File: config.mk
export PLATFORM = sky130hd
export DESIGN_NAME = swp_guard
export DESIGN_NICKNAME = d
export VERILOG_FILES = /design/src/rtl/swp_pkg.sv /design/src/rtl/swp_strobe_filter.sv /design/src/rtl/swp_seq_decoder.sv /design/src/rtl/swp_lockout_timer.sv /design/src/rtl/swp_guard.sv
export SDC_FILE = /design/constraint.sdc
export NUM_CORES = 1
export LEC_CHECK = 0
export BUFFER_PORTS_ARGS = -buffer_cell sky130_fd_sc_hd__buf_2
export CAP_MARGIN = 20
export CORE_MARGIN = 2
export CORE_UTILIZATION = 30
export DETAILED_ROUTE_END_ITERATION = 16
export PLACE_DENSITY = 0.44
export SETUP_SLACK_MARGIN = 0.1
export SLEW_MARGIN = 20
export SYNTH_ARGS = -nofsm -noshare
export SYNTH_HDL_FRONTEND = slang
export SYNTH_SLANG_ARGS = --single-unit
File: constraint.sdc
create_clock -name clk -period 6.9 [get_ports clk]
set_clock_uncertainty 0.2 [all_clocks]
set_input_delay 1.035 -clock clk [delete_from_list [all_inputs] [get_ports clk]]
set_output_delay 1.035 -clock clk [all_outputs]
set_load 0.03 [all_outputs]
File: src/rtl/swp_pkg.sv
package swp_pkg;
    typedef enum logic [2:0] {
        ST_IDLE,
        ST_C1,
        ST_C2,
        ST_D3,
        ST_D4,
        ST_D5,
        ST_OPEN
    } seq_st_e;
endpackage

File: src/rtl/swp_strobe_filter.sv
module swp_strobe_filter #(
    parameter int MIN_PW = 3
) (
    input  logic clk,
    input  logic rst_n,
    input  logic ce_n,
    input  logic we_n,
    input  logic oe_n,
    input  logic supply_low,
    output logic load_evt
);
    localparam int CW = $clog2(MIN_PW + 1);

    typedef struct packed {
        logic [CW-1:0] width;
    } flt_s;

    flt_s cur_q, nxt_d;
    logic act;

    always_comb begin
        nxt_d = cur_q;
        act   = !ce_n && !we_n && oe_n && !supply_low;
        if (act) begin
            if (cur_q.width < CW'(MIN_PW))
                nxt_d.width = cur_q.width + 1'b1;
        end else begin
            nxt_d.width = '0;
        end
        load_evt = !act && oe_n && !supply_low && (cur_q.width >= CW'(MIN_PW));
    end

    always_ff @(posedge clk or negedge rst_n) begin
        if (!rst_n) cur_q <= '0;
        else        cur_q <= nxt_d;
    end

    AST_LOAD_AFTER_STROBE: assert property (@(posedge clk) disable iff (!rst_n)
        load_evt |-> $past(!ce_n && !we_n));
endmodule

File: src/rtl/swp_seq_decoder.sv
module swp_seq_decoder
    import swp_pkg::*;
#(
    parameter int          AW         = 16,
    parameter int          DW         = 8,
    parameter int          PAGE_WIN   = 100,
    parameter logic [AW-1:0] CMD_ADDR_A = 16'h5555,
    parameter logic [AW-1:0] CMD_ADDR_B = 16'h2AAA,
    parameter logic [DW-1:0] KEY_1      = 8'hAA,
    parameter logic [DW-1:0] KEY_2      = 8'h55,
    parameter logic [DW-1:0] KEY_ON     = 8'hA0,
    parameter logic [DW-1:0] KEY_OFF1   = 8'h80,
    parameter logic [DW-1:0] KEY_OFF2   = 8'h20
) (
    input  logic          clk,
    input  logic          rst_n,
    input  logic          load_evt,
    input  logic [AW-1:0] addr,
    input  logic [DW-1:0] data,
    output logic          permit,
    output logic          prot,
    output logic          lock_start
);
    localparam int WW = $clog2(PAGE_WIN + 1);

    typedef struct packed {
        seq_st_e       st;
        logic          prot;
        logic          permit;
        logic [WW-1:0] win;
    } dec_s;

    dec_s cur_q, nxt_d;
    logic hit;

    function automatic logic pair(input logic [AW-1:0] a, input logic [DW-1:0] d,
                                  input logic [AW-1:0] ea, input logic [DW-1:0] ed);
        return (a == ea) && (d == ed);
    endfunction

    always_comb begin
        nxt_d        = cur_q;
        nxt_d.permit = 1'b0;
        lock_start   = 1'b0;
        hit          = 1'b0;
        if (cur_q.st == ST_OPEN && !load_evt) begin
            if (cur_q.win == WW'(PAGE_WIN - 1)) begin
                nxt_d.st  = ST_IDLE;
                nxt_d.win = '0;
            end else begin
                nxt_d.win = cur_q.win + 1'b1;
            end
        end
        if (load_evt) begin
            case (cur_q.st)
                ST_IDLE: if (pair(addr, data, CMD_ADDR_A, KEY_1)) begin
                    hit = 1'b1; nxt_d.st = ST_C1;
                end
                ST_C1: if (pair(addr, data, CMD_ADDR_B, KEY_2)) begin
                    hit = 1'b1; nxt_d.st = ST_C2;
                end
                ST_C2: if (pair(addr, data, CMD_ADDR_A, KEY_ON)) begin
                    hit = 1'b1; nxt_d.st = ST_OPEN; nxt_d.prot = 1'b1; nxt_d.win = '0;
                end else if (pair(addr, data, CMD_ADDR_A, KEY_OFF1)) begin
                    hit = 1'b1; nxt_d.st = ST_D3;
                end
                ST_D3: if (pair(addr, data, CMD_ADDR_A, KEY_1)) begin
                    hit = 1'b1; nxt_d.st = ST_D4;
                end
                ST_D4: if (pair(addr, data, CMD_ADDR_B, KEY_2)) begin
                    hit = 1'b1; nxt_d.st = ST_D5;
                end
                ST_D5: if (pair(addr, data, CMD_ADDR_A, KEY_OFF2)) begin
                    hit = 1'b1; nxt_d.st = ST_IDLE; nxt_d.prot = 1'b0;
                end
                ST_OPEN: begin
                    hit = 1'b1; nxt_d.permit = 1'b1; nxt_d.win = '0;
                end
                default: nxt_d.st = ST_IDLE;
            endcase
            if (cur_q.st != ST_OPEN) begin
                nxt_d.permit = !cur_q.prot;
                if (!hit) begin
                    nxt_d.st   = ST_IDLE;
                    lock_start = cur_q.prot;
                end
            end
        end
        permit = cur_q.permit;
        prot   = cur_q.prot;
    end

    always_ff @(posedge clk or negedge rst_n) begin
        if (!rst_n) cur_q <= '{st: ST_IDLE, prot: 1'b0, permit: 1'b0, win: '0};
        else        cur_q <= nxt_d;
    end

    AST_PERMIT_FROM_LOAD: assert property (@(posedge clk) disable iff (!rst_n)
        permit |-> $past(load_evt));
    AST_PROT_SET_OPENS: assert property (@(posedge clk) disable iff (!rst_n)
        $rose(prot) |-> cur_q.st == ST_OPEN);
    AST_PROT_CLEAR_SEQ: assert property (@(posedge clk) disable iff (!rst_n)
        $fell(prot) |-> $past(cur_q.st) == ST_D5);
endmodule

File: src/rtl/swp_lockout_timer.sv
module swp_lockout_timer #(
    parameter int LOCK_CYCLES = 30000
) (
    input  logic clk,
    input  logic rst_n,
    input  logic start,
    output logic busy
);
    localparam int TW = $clog2(LOCK_CYCLES + 1);

    typedef struct packed {
        logic [TW-1:0] cnt;
    } tmr_s;

    tmr_s cur_q, nxt_d;

    always_comb begin
        nxt_d = cur_q;
        if (start)                nxt_d.cnt = TW'(LOCK_CYCLES);
        else if (cur_q.cnt != '0) nxt_d.cnt = cur_q.cnt - 1'b1;
        busy = (cur_q.cnt != '0);
    end

    always_ff @(posedge clk or negedge rst_n) begin
        if (!rst_n) cur_q <= '0;
        else        cur_q <= nxt_d;
    end

    AST_START_MAKES_BUSY: assert property (@(posedge clk) disable iff (!rst_n)
        start |=> busy);
endmodule

File: src/rtl/swp_guard.sv
module swp_guard #(
    parameter int AW          = 16,
    parameter int DW          = 8,
    parameter int MIN_PW      = 3,
    parameter int PAGE_WIN    = 100,
    parameter int LOCK_CYCLES = 30000
) (
    input  logic          clk,
    input  logic          rst_n,
    input  logic          ce_n,
    input  logic          we_n,
    input  logic          oe_n,
    input  logic          supply_low,
    input  logic [AW-1:0] addr,
    input  logic [DW-1:0] data,
    output logic          write_permit,
    output logic          prot_on,
    output logic          lock_busy
);
    logic raw_evt;
    logic load_evt;
    logic lock_start;

    swp_strobe_filter #(.MIN_PW(MIN_PW)) u_filter (
        .clk(clk), .rst_n(rst_n), .ce_n(ce_n), .we_n(we_n), .oe_n(oe_n),
        .supply_low(supply_low), .load_evt(raw_evt)
    );

    assign load_evt = raw_evt && !lock_busy;

    swp_seq_decoder #(.AW(AW), .DW(DW), .PAGE_WIN(PAGE_WIN)) u_dec (
        .clk(clk), .rst_n(rst_n), .load_evt(load_evt), .addr(addr), .data(data),
        .permit(write_permit), .prot(prot_on), .lock_start(lock_start)
    );

    swp_lockout_timer #(.LOCK_CYCLES(LOCK_CYCLES)) u_lock (
        .clk(clk), .rst_n(rst_n), .start(lock_start), .busy(lock_busy)
    );

    AST_BUSY_BLOCKS_PERMIT: assert property (@(posedge clk) disable iff (!rst_n)
        lock_busy |-> !write_permit);
    AST_INHIBIT_NO_PERMIT: assert property (@(posedge clk) disable iff (!rst_n)
        $past(supply_low) |-> !write_permit);
endmodule

==> results of run 1 <==
routing by layer:
layer | GRT usage [%] | vias to the layer above | share of wire (%)
met2 | 21.2 | 36 | 44
met3 | 3.56 | 2 | 4.3
li1 | - | 850 | -
met1 | 19.8 | 784 | 51
met4 | 3.96 | 0 | 0.65
met5 | 0 | - | 0
state kept, by name, indices dropped and copies added, names as in the netlist:
signal,count
u_dec.prot,1
u_filter.cur_q,2
u_dec.cur_q,10
u_dec.permit,1
u_lock.cur_q,15
path summary, 6_finish.rpt:
check	start	end	slack, ns	cells past startpoint
max	u_lock.cur_q[7]$_DFFE_PN0P_	lock_busy	3.23	4
min	u_lock.cur_q[11]$_DFFE_PN0P_	u_lock.cur_q[11]$_DFFE_PN0P_	0.29	1
max reg2reg	u_lock.cur_q[7]$_DFFE_PN0P_	u_lock.cur_q[1]$_DFFE_PN0P_	3.50	5
min reg2reg	u_lock.cur_q[11]$_DFFE_PN0P_	u_lock.cur_q[11]$_DFFE_PN0P_	0.29	1
max in group asynchronous	rst_n	u_dec.cur_q[2]$_DFF_PN0_	5.48	1
min in group asynchronous	rst_n	u_lock.cur_q[2]$_DFFE_PN0P_	0.58	1
report_power, final:
group | switching, mW | internal, mW | total [mW]
registers | 0.000112 | 0.170 | 0.170
clock network | 0.0665 | 0.0698 | 0.136
logic | 0.00986 | 0.00891 | 0.0188
cell families (layout without fill, tap and decap cells):
family	after synthesis	after routing	synth area share (%)
adders and majority gates	4	4	2.61
xor gates and xnor gates	20	20	9.12
muxes	2	2	1.04
AOI/OAI and AO/OA	29	29	10.3
DFF	29	29	37.8
buffers and inverters	12	44	2.48
and+or+nand+nor	121	121	36.7
final cells by class:
cell class | count | area, µm²
inverter | 4 | 15.0
multi-input combinational | 176 | 1150
clock buffer | 6 | 72.6
timing repair buffer | 32 | 160
sequential | 29 | 726
fill | 677 | 4050
clock inverter | 2 | 10.0
tap | 77 | 96.3
cells in the mapped netlist (6+ instances only):
cell type	n
xnor2_1	9
nor2_1	19
or3_1	8
nand2b_1	6
nand3_1	7
clkbuf_1	6
nand2_1	21
a21oi_1	7
nor3_1	13
xor2_1	11
o21ai_0	6
dfrtp_1	29
metrics by stage:
step	setup slack, ns	instance area (µm²)	hold WS (ns)
2_1_floorplan	3.56	1920	0.256
3_5_place_dp	3.23	2140	0.281
6_report	3.23	2230	0.286
4_1_cts	3.20	2230	0.293
5_1_grt	3.15	2230	0.324
3_3_place_gp	3.23	2140	0.276
==> impl_metrics.tcl, run 1 <==
set metrics [dict create \
    start_util_pct 30.6 \
    fin_setup_tns_ns 0 \
    ant_nets 0 \
    clock_latency_ns 0.28 \
    die-area_mm2 0.00706 \
    die_h_um 84.0 \
    worst_slew_pin_slew_ns 0.766 \
    peakVddDrop_v 0.0000790 \
    synth_cell_types 48 \
    totalWireLength_mm 4.60 \
    crit_path_top_delay_cell "or4_4" \
    synth_seq_cells 29 \
    worst-setup-path-type "flip-flop to primary output" \
    vias 1672 \
    cp_common_cell "or4_4" \
    powerDensity_mw_per_mm2 146 \
    slew_headroom_pct 48.6 \
    wl_per_cell_um 14.1 \
    clk_pin_slew_worst_paths_ns 0.06 \
    grt_pass1_wl_mm 7.98 \
    synth_edf_count 0 \
    drtIter0Drc 111 \
    final_common_cell "buf_2" \
    cp_cell_sequence "or4_4 > or4_4 > or3_1 > buf_2" \
    grt_max_degree 30 \
    critPathTopFamily "simple AND/OR/NAND/NOR gates" \
    setup_viol 0 \
    syn_nets 251 \
    post_drt_via_cell_ratio 5.13 \
    start_kind "flip-flop" \
    critPathMaxFanout 6 \
    yosysWarnings 0 \
    hp-class "flip-flop to flip-flop" \
    power_mw 0.325 \
    yosysSeqAreaShare_pct 37.8 \
    arrival_ns 2.43 \
    ios 33 \
    crit_path_max_incr_delay_ns 0.56 \
    fin_util_pct 35.5 \
    coreArea_mm2 0.00628 \
    post-dp-hpwl_mm 3.35 \
    avgSynthCellArea_um2 8.85 \
    clock_path_buffers 2 \
    p_leak_nw 0.878 \
    layout-drive-gt1-share_pct 20.1 \
    syn_inst 217 \
    cts_sinks 29 \
    setup.worst_path.end_class "primary output" \
    track_usage_pct 14.0 \
    drv_slew 0 \
    rsz0062_at_grt "false" \
    cts_tree "done" \
    hold_viol_final 0 \
    synthArstFlopShare_pct 100 \
    timing.max_cap.violations 0 \
    synth_top_area_share_pct 37.8 \
    synth_largest_area_cell "dfrtp_1" \
    antennaDiodeCount 0 \
    drc 0 \
    period_needed_ns 3.67 \
    clock-root-buffer "clkbuf_8" \
    tritoncts.num_buffers 5 \
    fp.dieW_um 84.0 \
    antenna_found_initial 0 \
    cp_data_required_time_ns 5.66 \
    postCtsSetupRepairBufs 0 \
    cp_num_buf_inv 1 \
    dpl.cell_count 318 \
    period_share_pct 53.1 \
    area_growth_pct 16.0 \
    firstDrtPassIters 5 \
    synthTopCellsByArea "dfrtp_1, xor2_1, nand2_1, xnor2_1, nor2_1" \
    synthFlopType "dfrtp_1" \
    overflow 0 \
    io_buffers 32 \
    grt_pass1_vias 1656 \
    ctsHtreeMaxLevel 2 \
    instances_no_fill 326 \
    gp_congestion 0.751 \
    layout_common_cells "buf_2, dfrtp_1, nand2_1" \
    outcome "completed" \
    cts_resized 0 \
    placementRows 29 \
    max_freq_mhz 273 \
    cts_hold_buf 0 \
    nets 282 \
    synth_area_mm2 0.00192 \
]
Note: power is estimated with default switching activity, not from simulation.
==> run 2, diff against run 1 <==
- PLACE_DENSITY: 0.44 -> 0.46
- clock period: 6.9 -> 3.3 ns (I/O delays scaled with it)
==> run 2 against run 1 <==
Compared with the run above:
- count of clock-buffer cells in the layout unchanged
- clock power increased by 110%
- worst hold slack got worse by 0.25 ns
- combinational power increased by 110%
- core utilization increased by 0.80 points
- sequential power increased by 110%
==> impl_metrics.tcl, run 2 (synthesized netlist as in run 1, its figures left out) <==
set metrics [dict create \
    post_drt_via_cell_ratio 5.06 \
    worst_slew_pin_slew_ns 0.638 \
    cts_hold_buf 0 \
    nets 288 \
    top_usage_layer "met2" \
    clock-root-buffer "clkbuf_8" \
    timing.final.ws_setup_ns 0.185 \
    top_register "u_lock.cur_q" \
    antennaDiodeCount 0 \
    coreArea_mm2 0.00628 \
    drc 0 \
    outcome "completed" \
    start_kind "flip-flop" \
    area_growth_pct 18.6 \
    r2r_slack_ns 0.23 \
    cts_tree "done" \
    hold_viol_final 0 \
    track_usage_pct 13.6 \
    setup_viol 0 \
    die-area_mm2 0.00706 \
    cts_sinks 29 \
    ios 33 \
    placementRows 29 \
    drv_slew 0 \
    final_common_cell "buf_2" \
    cp_data_required_time_ns 2.60 \
    wl_per_cell_um 13.2 \
    arrival_ns 2.42 \
    gp_congestion 0.786 \
    setup.worst_path.end_class "primary output" \
    hp-class "primary input to async pin" \
    clk_pin_slew_worst_paths_ns 0.06 \
    critPathMaxFanout 6 \
    ant_nets 0 \
    post-dp-hpwl_mm 3.29 \
    reg_top3 "u_lock.cur_q: 15 flops, u_dec.cur_q: 10 flops, u_filter.cur_q: 2 flops" \
    fp.dieW_um 84.0 \
    max_freq_mhz 321 \
    power_mw 0.676 \
    slew_headroom_pct 57.4 \
    grt_pass1_vias 1677 \
    grt_use_met3_pct 3.17 \
    grt_pass1_wl_mm 7.83 \
    drtIter0Drc 132 \
    antenna_found_initial 0 \
    clock_latency_ns 0.28 \
    postCtsSetupRepairBufs 0 \
    io_buffers 32 \
    place_area_mm2 0.00219 \
    pre_cts_ws_ns 0.168 \
    largest_reg_flops 15 \
    layout_common_cells "buf_2, dfrtp_1, nand2_1" \
    tritoncts.num_buffers 5 \
    timing.max_cap.violations 0 \
    fin_setup_tns_ns 0 \
    grt_max_degree 30 \
    totalWireLength_mm 4.39 \
    overflow 0 \
    peakVddDrop_v 0.000171 \
    vias 1681 \
    die_h_um 84.0 \
    use_met1_pct 19.0 \
    worst-setup-path-type "flip-flop to primary output" \
    clock_path_buffers 2 \
    p_leak_nw 0.909 \
    layout-drive-gt1-share_pct 22.7 \
    met2_usage_pct 21.0 \
    period_needed_ns 3.11 \
    ctsHtreeMaxLevel 2 \
    period_share_pct 94.4 \
    hold_ws_ns 0.0349 \
    firstDrtPassIters 4 \
    rsz0062_at_grt "false" \
    powerDensity_mw_per_mm2 297 \
    final_cell_area_mm2 0.00228 \
    start_util_pct 30.6 \
]
-- run 2: changes by cell type in the layout (fill, tap and decap cells not counted) --
cell / change
or4_4: +1
o21a_2: +1
o21a_1: -1
or4_1: -1
buf_4: +6
-- run 2: critical path, stage by stage (launching register included) --
cell,delay [ns]
dfrtp_1,0.42
or4_4,0.56
or4_4,0.44
or3_1,0.49
buf_2,0.23
-- run 2: per-stage QoR --
stage / cells / utilization [%]
finish: 332 / 36.3
global route: 332 / 36.3
CTS: 332 / 36.2
detailed placement: 324 / 34.9
global placement: 324 / 34.9
floorplan: 217 / -
-- run 2: final cells by class --
| type | count | area, µm² |
|---|---|---|
| tap | 77 | 96.3 |
| clock buffer | 6 | 72.6 |
| multi-input combinational | 176 | 1150 |
| timing repair buffer | 38 | 205 |
| clock inverter | 2 | 10.0 |
| fill | 650 | 4000 |
| sequential | 29 | 726 |
| inverter | 4 | 15.0 |
-- run 2: final timing paths --
| path | start | endpoint | cells after the start |
|---|---|---|---|
| min in group clk | ce_n | u_filter.cur_q[0]$_DFFE_PN0P_ | 2 |
| max in group asynchronous | rst_n | u_dec.cur_q[3]$_DFF_PN0_ | 1 |
| worst max register to register | u_lock.cur_q[7]$_DFFE_PN0P_ | u_lock.cur_q[14]$_DFFE_PN0P_ | 6 |
| worst max-delay path | u_lock.cur_q[7]$_DFFE_PN0P_ | lock_busy | 4 |
| worst min-delay path | rst_n | u_lock.cur_q[3]$_DFFE_PN0P_ | 1 |
| worst min register to register | u_lock.cur_q[9]$_DFFE_PN0P_ | u_lock.cur_q[9]$_DFFE_PN0P_ | 1 |
-- run 2: power by group --
group / total, mW / switching, mW / internal [mW]
Clock: 0.281 / 0.135 / 0.146
Combinational: 0.0388 / 0.0202 / 0.0186
Sequential: 0.356 / 0.000235 / 0.356
-- run 2: per-layer routing --
layer  share of wire, %  vias to the layer above
li1                   -                      863
met1                 51                      784
met5                  0                        -
met4               0.48                        0
met3                4.0                        2
met2                 44                       32
-- run 2: what timing repair did --
action,CTS,global route
endpoints found under the hold margin,0,0
resized for setup,0,2
endpoints found under the setup margin,0,12
==> run 3, diff against run 2 <==
- BUFFER_PORTS_ARGS: -buffer_cell sky130_fd_sc_hd__buf_2 -> -buffer_cell sky130_fd_sc_hd__buf_4
==> run 3 against run 2 <==
Compared with the run above:
- largest cell class unchanged
- critical endpoint unchanged
- global-route usage barely moved
- highest routed layer unchanged
- register-to-register slack barely moved
- worst hold slack improved by 0.15 ns
- core utilization rose by 2.0 points
- largest power group is now clock
==> impl_metrics.tcl, run 3 (synthesized netlist as in run 1, its figures left out) <==
set metrics [dict create \
    outcome "completed" \
    top_usage_layer "met2" \
    die_h_um 84.0 \
    hold_ws_ns 0.187 \
    place_area_mm2 0.00227 \
    clock-root-buffer "clkbuf_8" \
    multiInputGateArea_mm2 0.00115 \
    clock_path_buffers 2 \
    grt_pass1_wl_mm 7.82 \
    worst-setup-path-type "flip-flop to primary output" \
    clock_latency_ns 0.28 \
    placementRows 29 \
    firstDrtPassIters 4 \
    largest_reg_flops 15 \
    clk_pin_slew_worst_paths_ns 0.06 \
    use_met1_pct 18.7 \
    final_cell_area_mm2 0.00240 \
    post-dp-hpwl_mm 3.42 \
    critPathMaxFanout 6 \
    die-area_mm2 0.00706 \
    layout-drive-gt1-share_pct 22.7 \
    timing.max_cap.violations 0 \
    seqCellArea_um2 726 \
    antennaDiodeCount 0 \
    grt_pass1_vias 1697 \
    period_share_pct 94.3 \
    antenna_found_initial 0 \
    hold_viol_final 0 \
    cp_common_cell "or4_4" \
    slew_headroom_pct 66.5 \
    io_buffers 32 \
    ios 33 \
    fin_util_pct 38.3 \
    fillers 650 \
    setup_viol 0 \
    critPathTopFamily "simple AND/OR/NAND/NOR gates" \
    crit_path_top_delay_cell "or4_4" \
    ctsHtreeMaxLevel 2 \
    setup.worst_path.end_class "primary output" \
    ant_nets 0 \
    post_drt_via_cell_ratio 5.11 \
    drc 0 \
    final_common_cell "buf_4" \
    powerDensity_mw_per_mm2 328 \
    overflow 0 \
    gp_congestion 0.774 \
    hp-class "primary input to flip-flop" \
    cp_cell_sequence "or4_4 > or4_4 > or3_1 > buf_4" \
    nets 289 \
    tritoncts.num_buffers 5 \
    totalWireLength_mm 4.57 \
    cp_data_required_time_ns 2.60 \
    vias 1701 \
    fp.dieW_um 84.0 \
    period_needed_ns 3.11 \
    peakVddDrop_v 0.000255 \
    cts_sinks 29 \
    start_util_pct 30.6 \
    layout_common_cells "buf_4, dfrtp_1, nand2_1" \
    top_register "u_lock.cur_q" \
    p_leak_nw 0.954 \
    cts_tree "done" \
    r2r_slack_ns 0.24 \
    drv_slew 0 \
    track_usage_pct 13.6 \
    max_freq_mhz 321 \
    wl_per_cell_um 13.7 \
    reg_top3 "u_lock.cur_q: 15 flops, u_dec.cur_q: 10 flops, u_filter.cur_q: 2 flops" \
    worst_slew_pin_slew_ns 0.503 \
    grt_max_degree 30 \
    start_kind "flip-flop" \
    arrival_ns 2.42 \
    drtIter0Drc 82 \
    rsz0062_at_grt "false" \
    fin_setup_tns_ns 0 \
    met2_usage_pct 21.2 \
    power_mw 0.787 \
    cp_num_buf_inv 1 \
    coreArea_mm2 0.00628 \
    crit_path_max_incr_delay_ns 0.55 \
    area_growth_pct 25.0 \
    grt_use_met3_pct 3.17 \
]
run 3: layout make-up:
cell class / instances / area share [%]
repair buffers: 39 / 12.3
inverters: 4 / 0.625
clock inverters: 1 / 1.25
flip-flops and latches: 29 / 30.2
well taps: 77 / 4.01
clock buffers: 7 / 3.60
multi-input cells: 176 / 48.0
run 3: where the power goes:
| group | internal, mW | switching (mW) | total [mW] | leakage (nW) |
|---|---|---|---|---|
| logic | 0.0290 | 0.0209 | 0.0499 | 0.573 |
| clock network | 0.246 | 0.135 | 0.381 | 0.0585 |
| registers | 0.356 | 0.000257 | 0.356 | 0.322 |
| total | 0.631 | 0.156 | 0.787 | 0.954 |
run 3: worst paths after layout:
| path | startpoint | end | cells after the start |
|---|---|---|---|
| worst max-delay path | u_lock.cur_q[7]$_DFFE_PN0P_ | lock_busy | 4 |
| worst min-delay path | ce_n | u_filter.cur_q[0]$_DFFE_PN0P_ | 2 |
| worst max register to register | u_lock.cur_q[7]$_DFFE_PN0P_ | u_lock.cur_q[14]$_DFFE_PN0P_ | 6 |
| worst min register to register | u_lock.cur_q[9]$_DFFE_PN0P_ | u_lock.cur_q[9]$_DFFE_PN0P_ | 1 |
| max in group asynchronous | rst_n | u_dec.cur_q[9]$_DFF_PN0_ | 2 |
| min in group asynchronous | rst_n | u_dec.cur_q[10]$_DFF_PN0_ | 2 |
run 3: per-layer routing:
metal	wire length, µm	share of wire, %	vias to the layer above
li1	-	-	863
met1	2300	50	801
met2	2050	45	32
met3	173	3.8	5
met4	44	0.96	0
met5	0	0	-
run 3: per-stage QoR:
stage	std cells	setup slack, ns
floorplan	217	0.168
global placement	324	0.182
detailed placement	324	0.178
CTS	333	0.155
global route	333	0.103
finish	333	0.187
run 3: timing repair:
| item | in CTS | in global routing |
|---|---|---|
| buffers inserted | 0 | 0 |
| setup endpoints to repair | 0 | 12 |
| gates resized for setup | 0 | 2 |
| endpoints found under the hold margin | 29 | 0 |
| hold buffers | 1 | 0 |
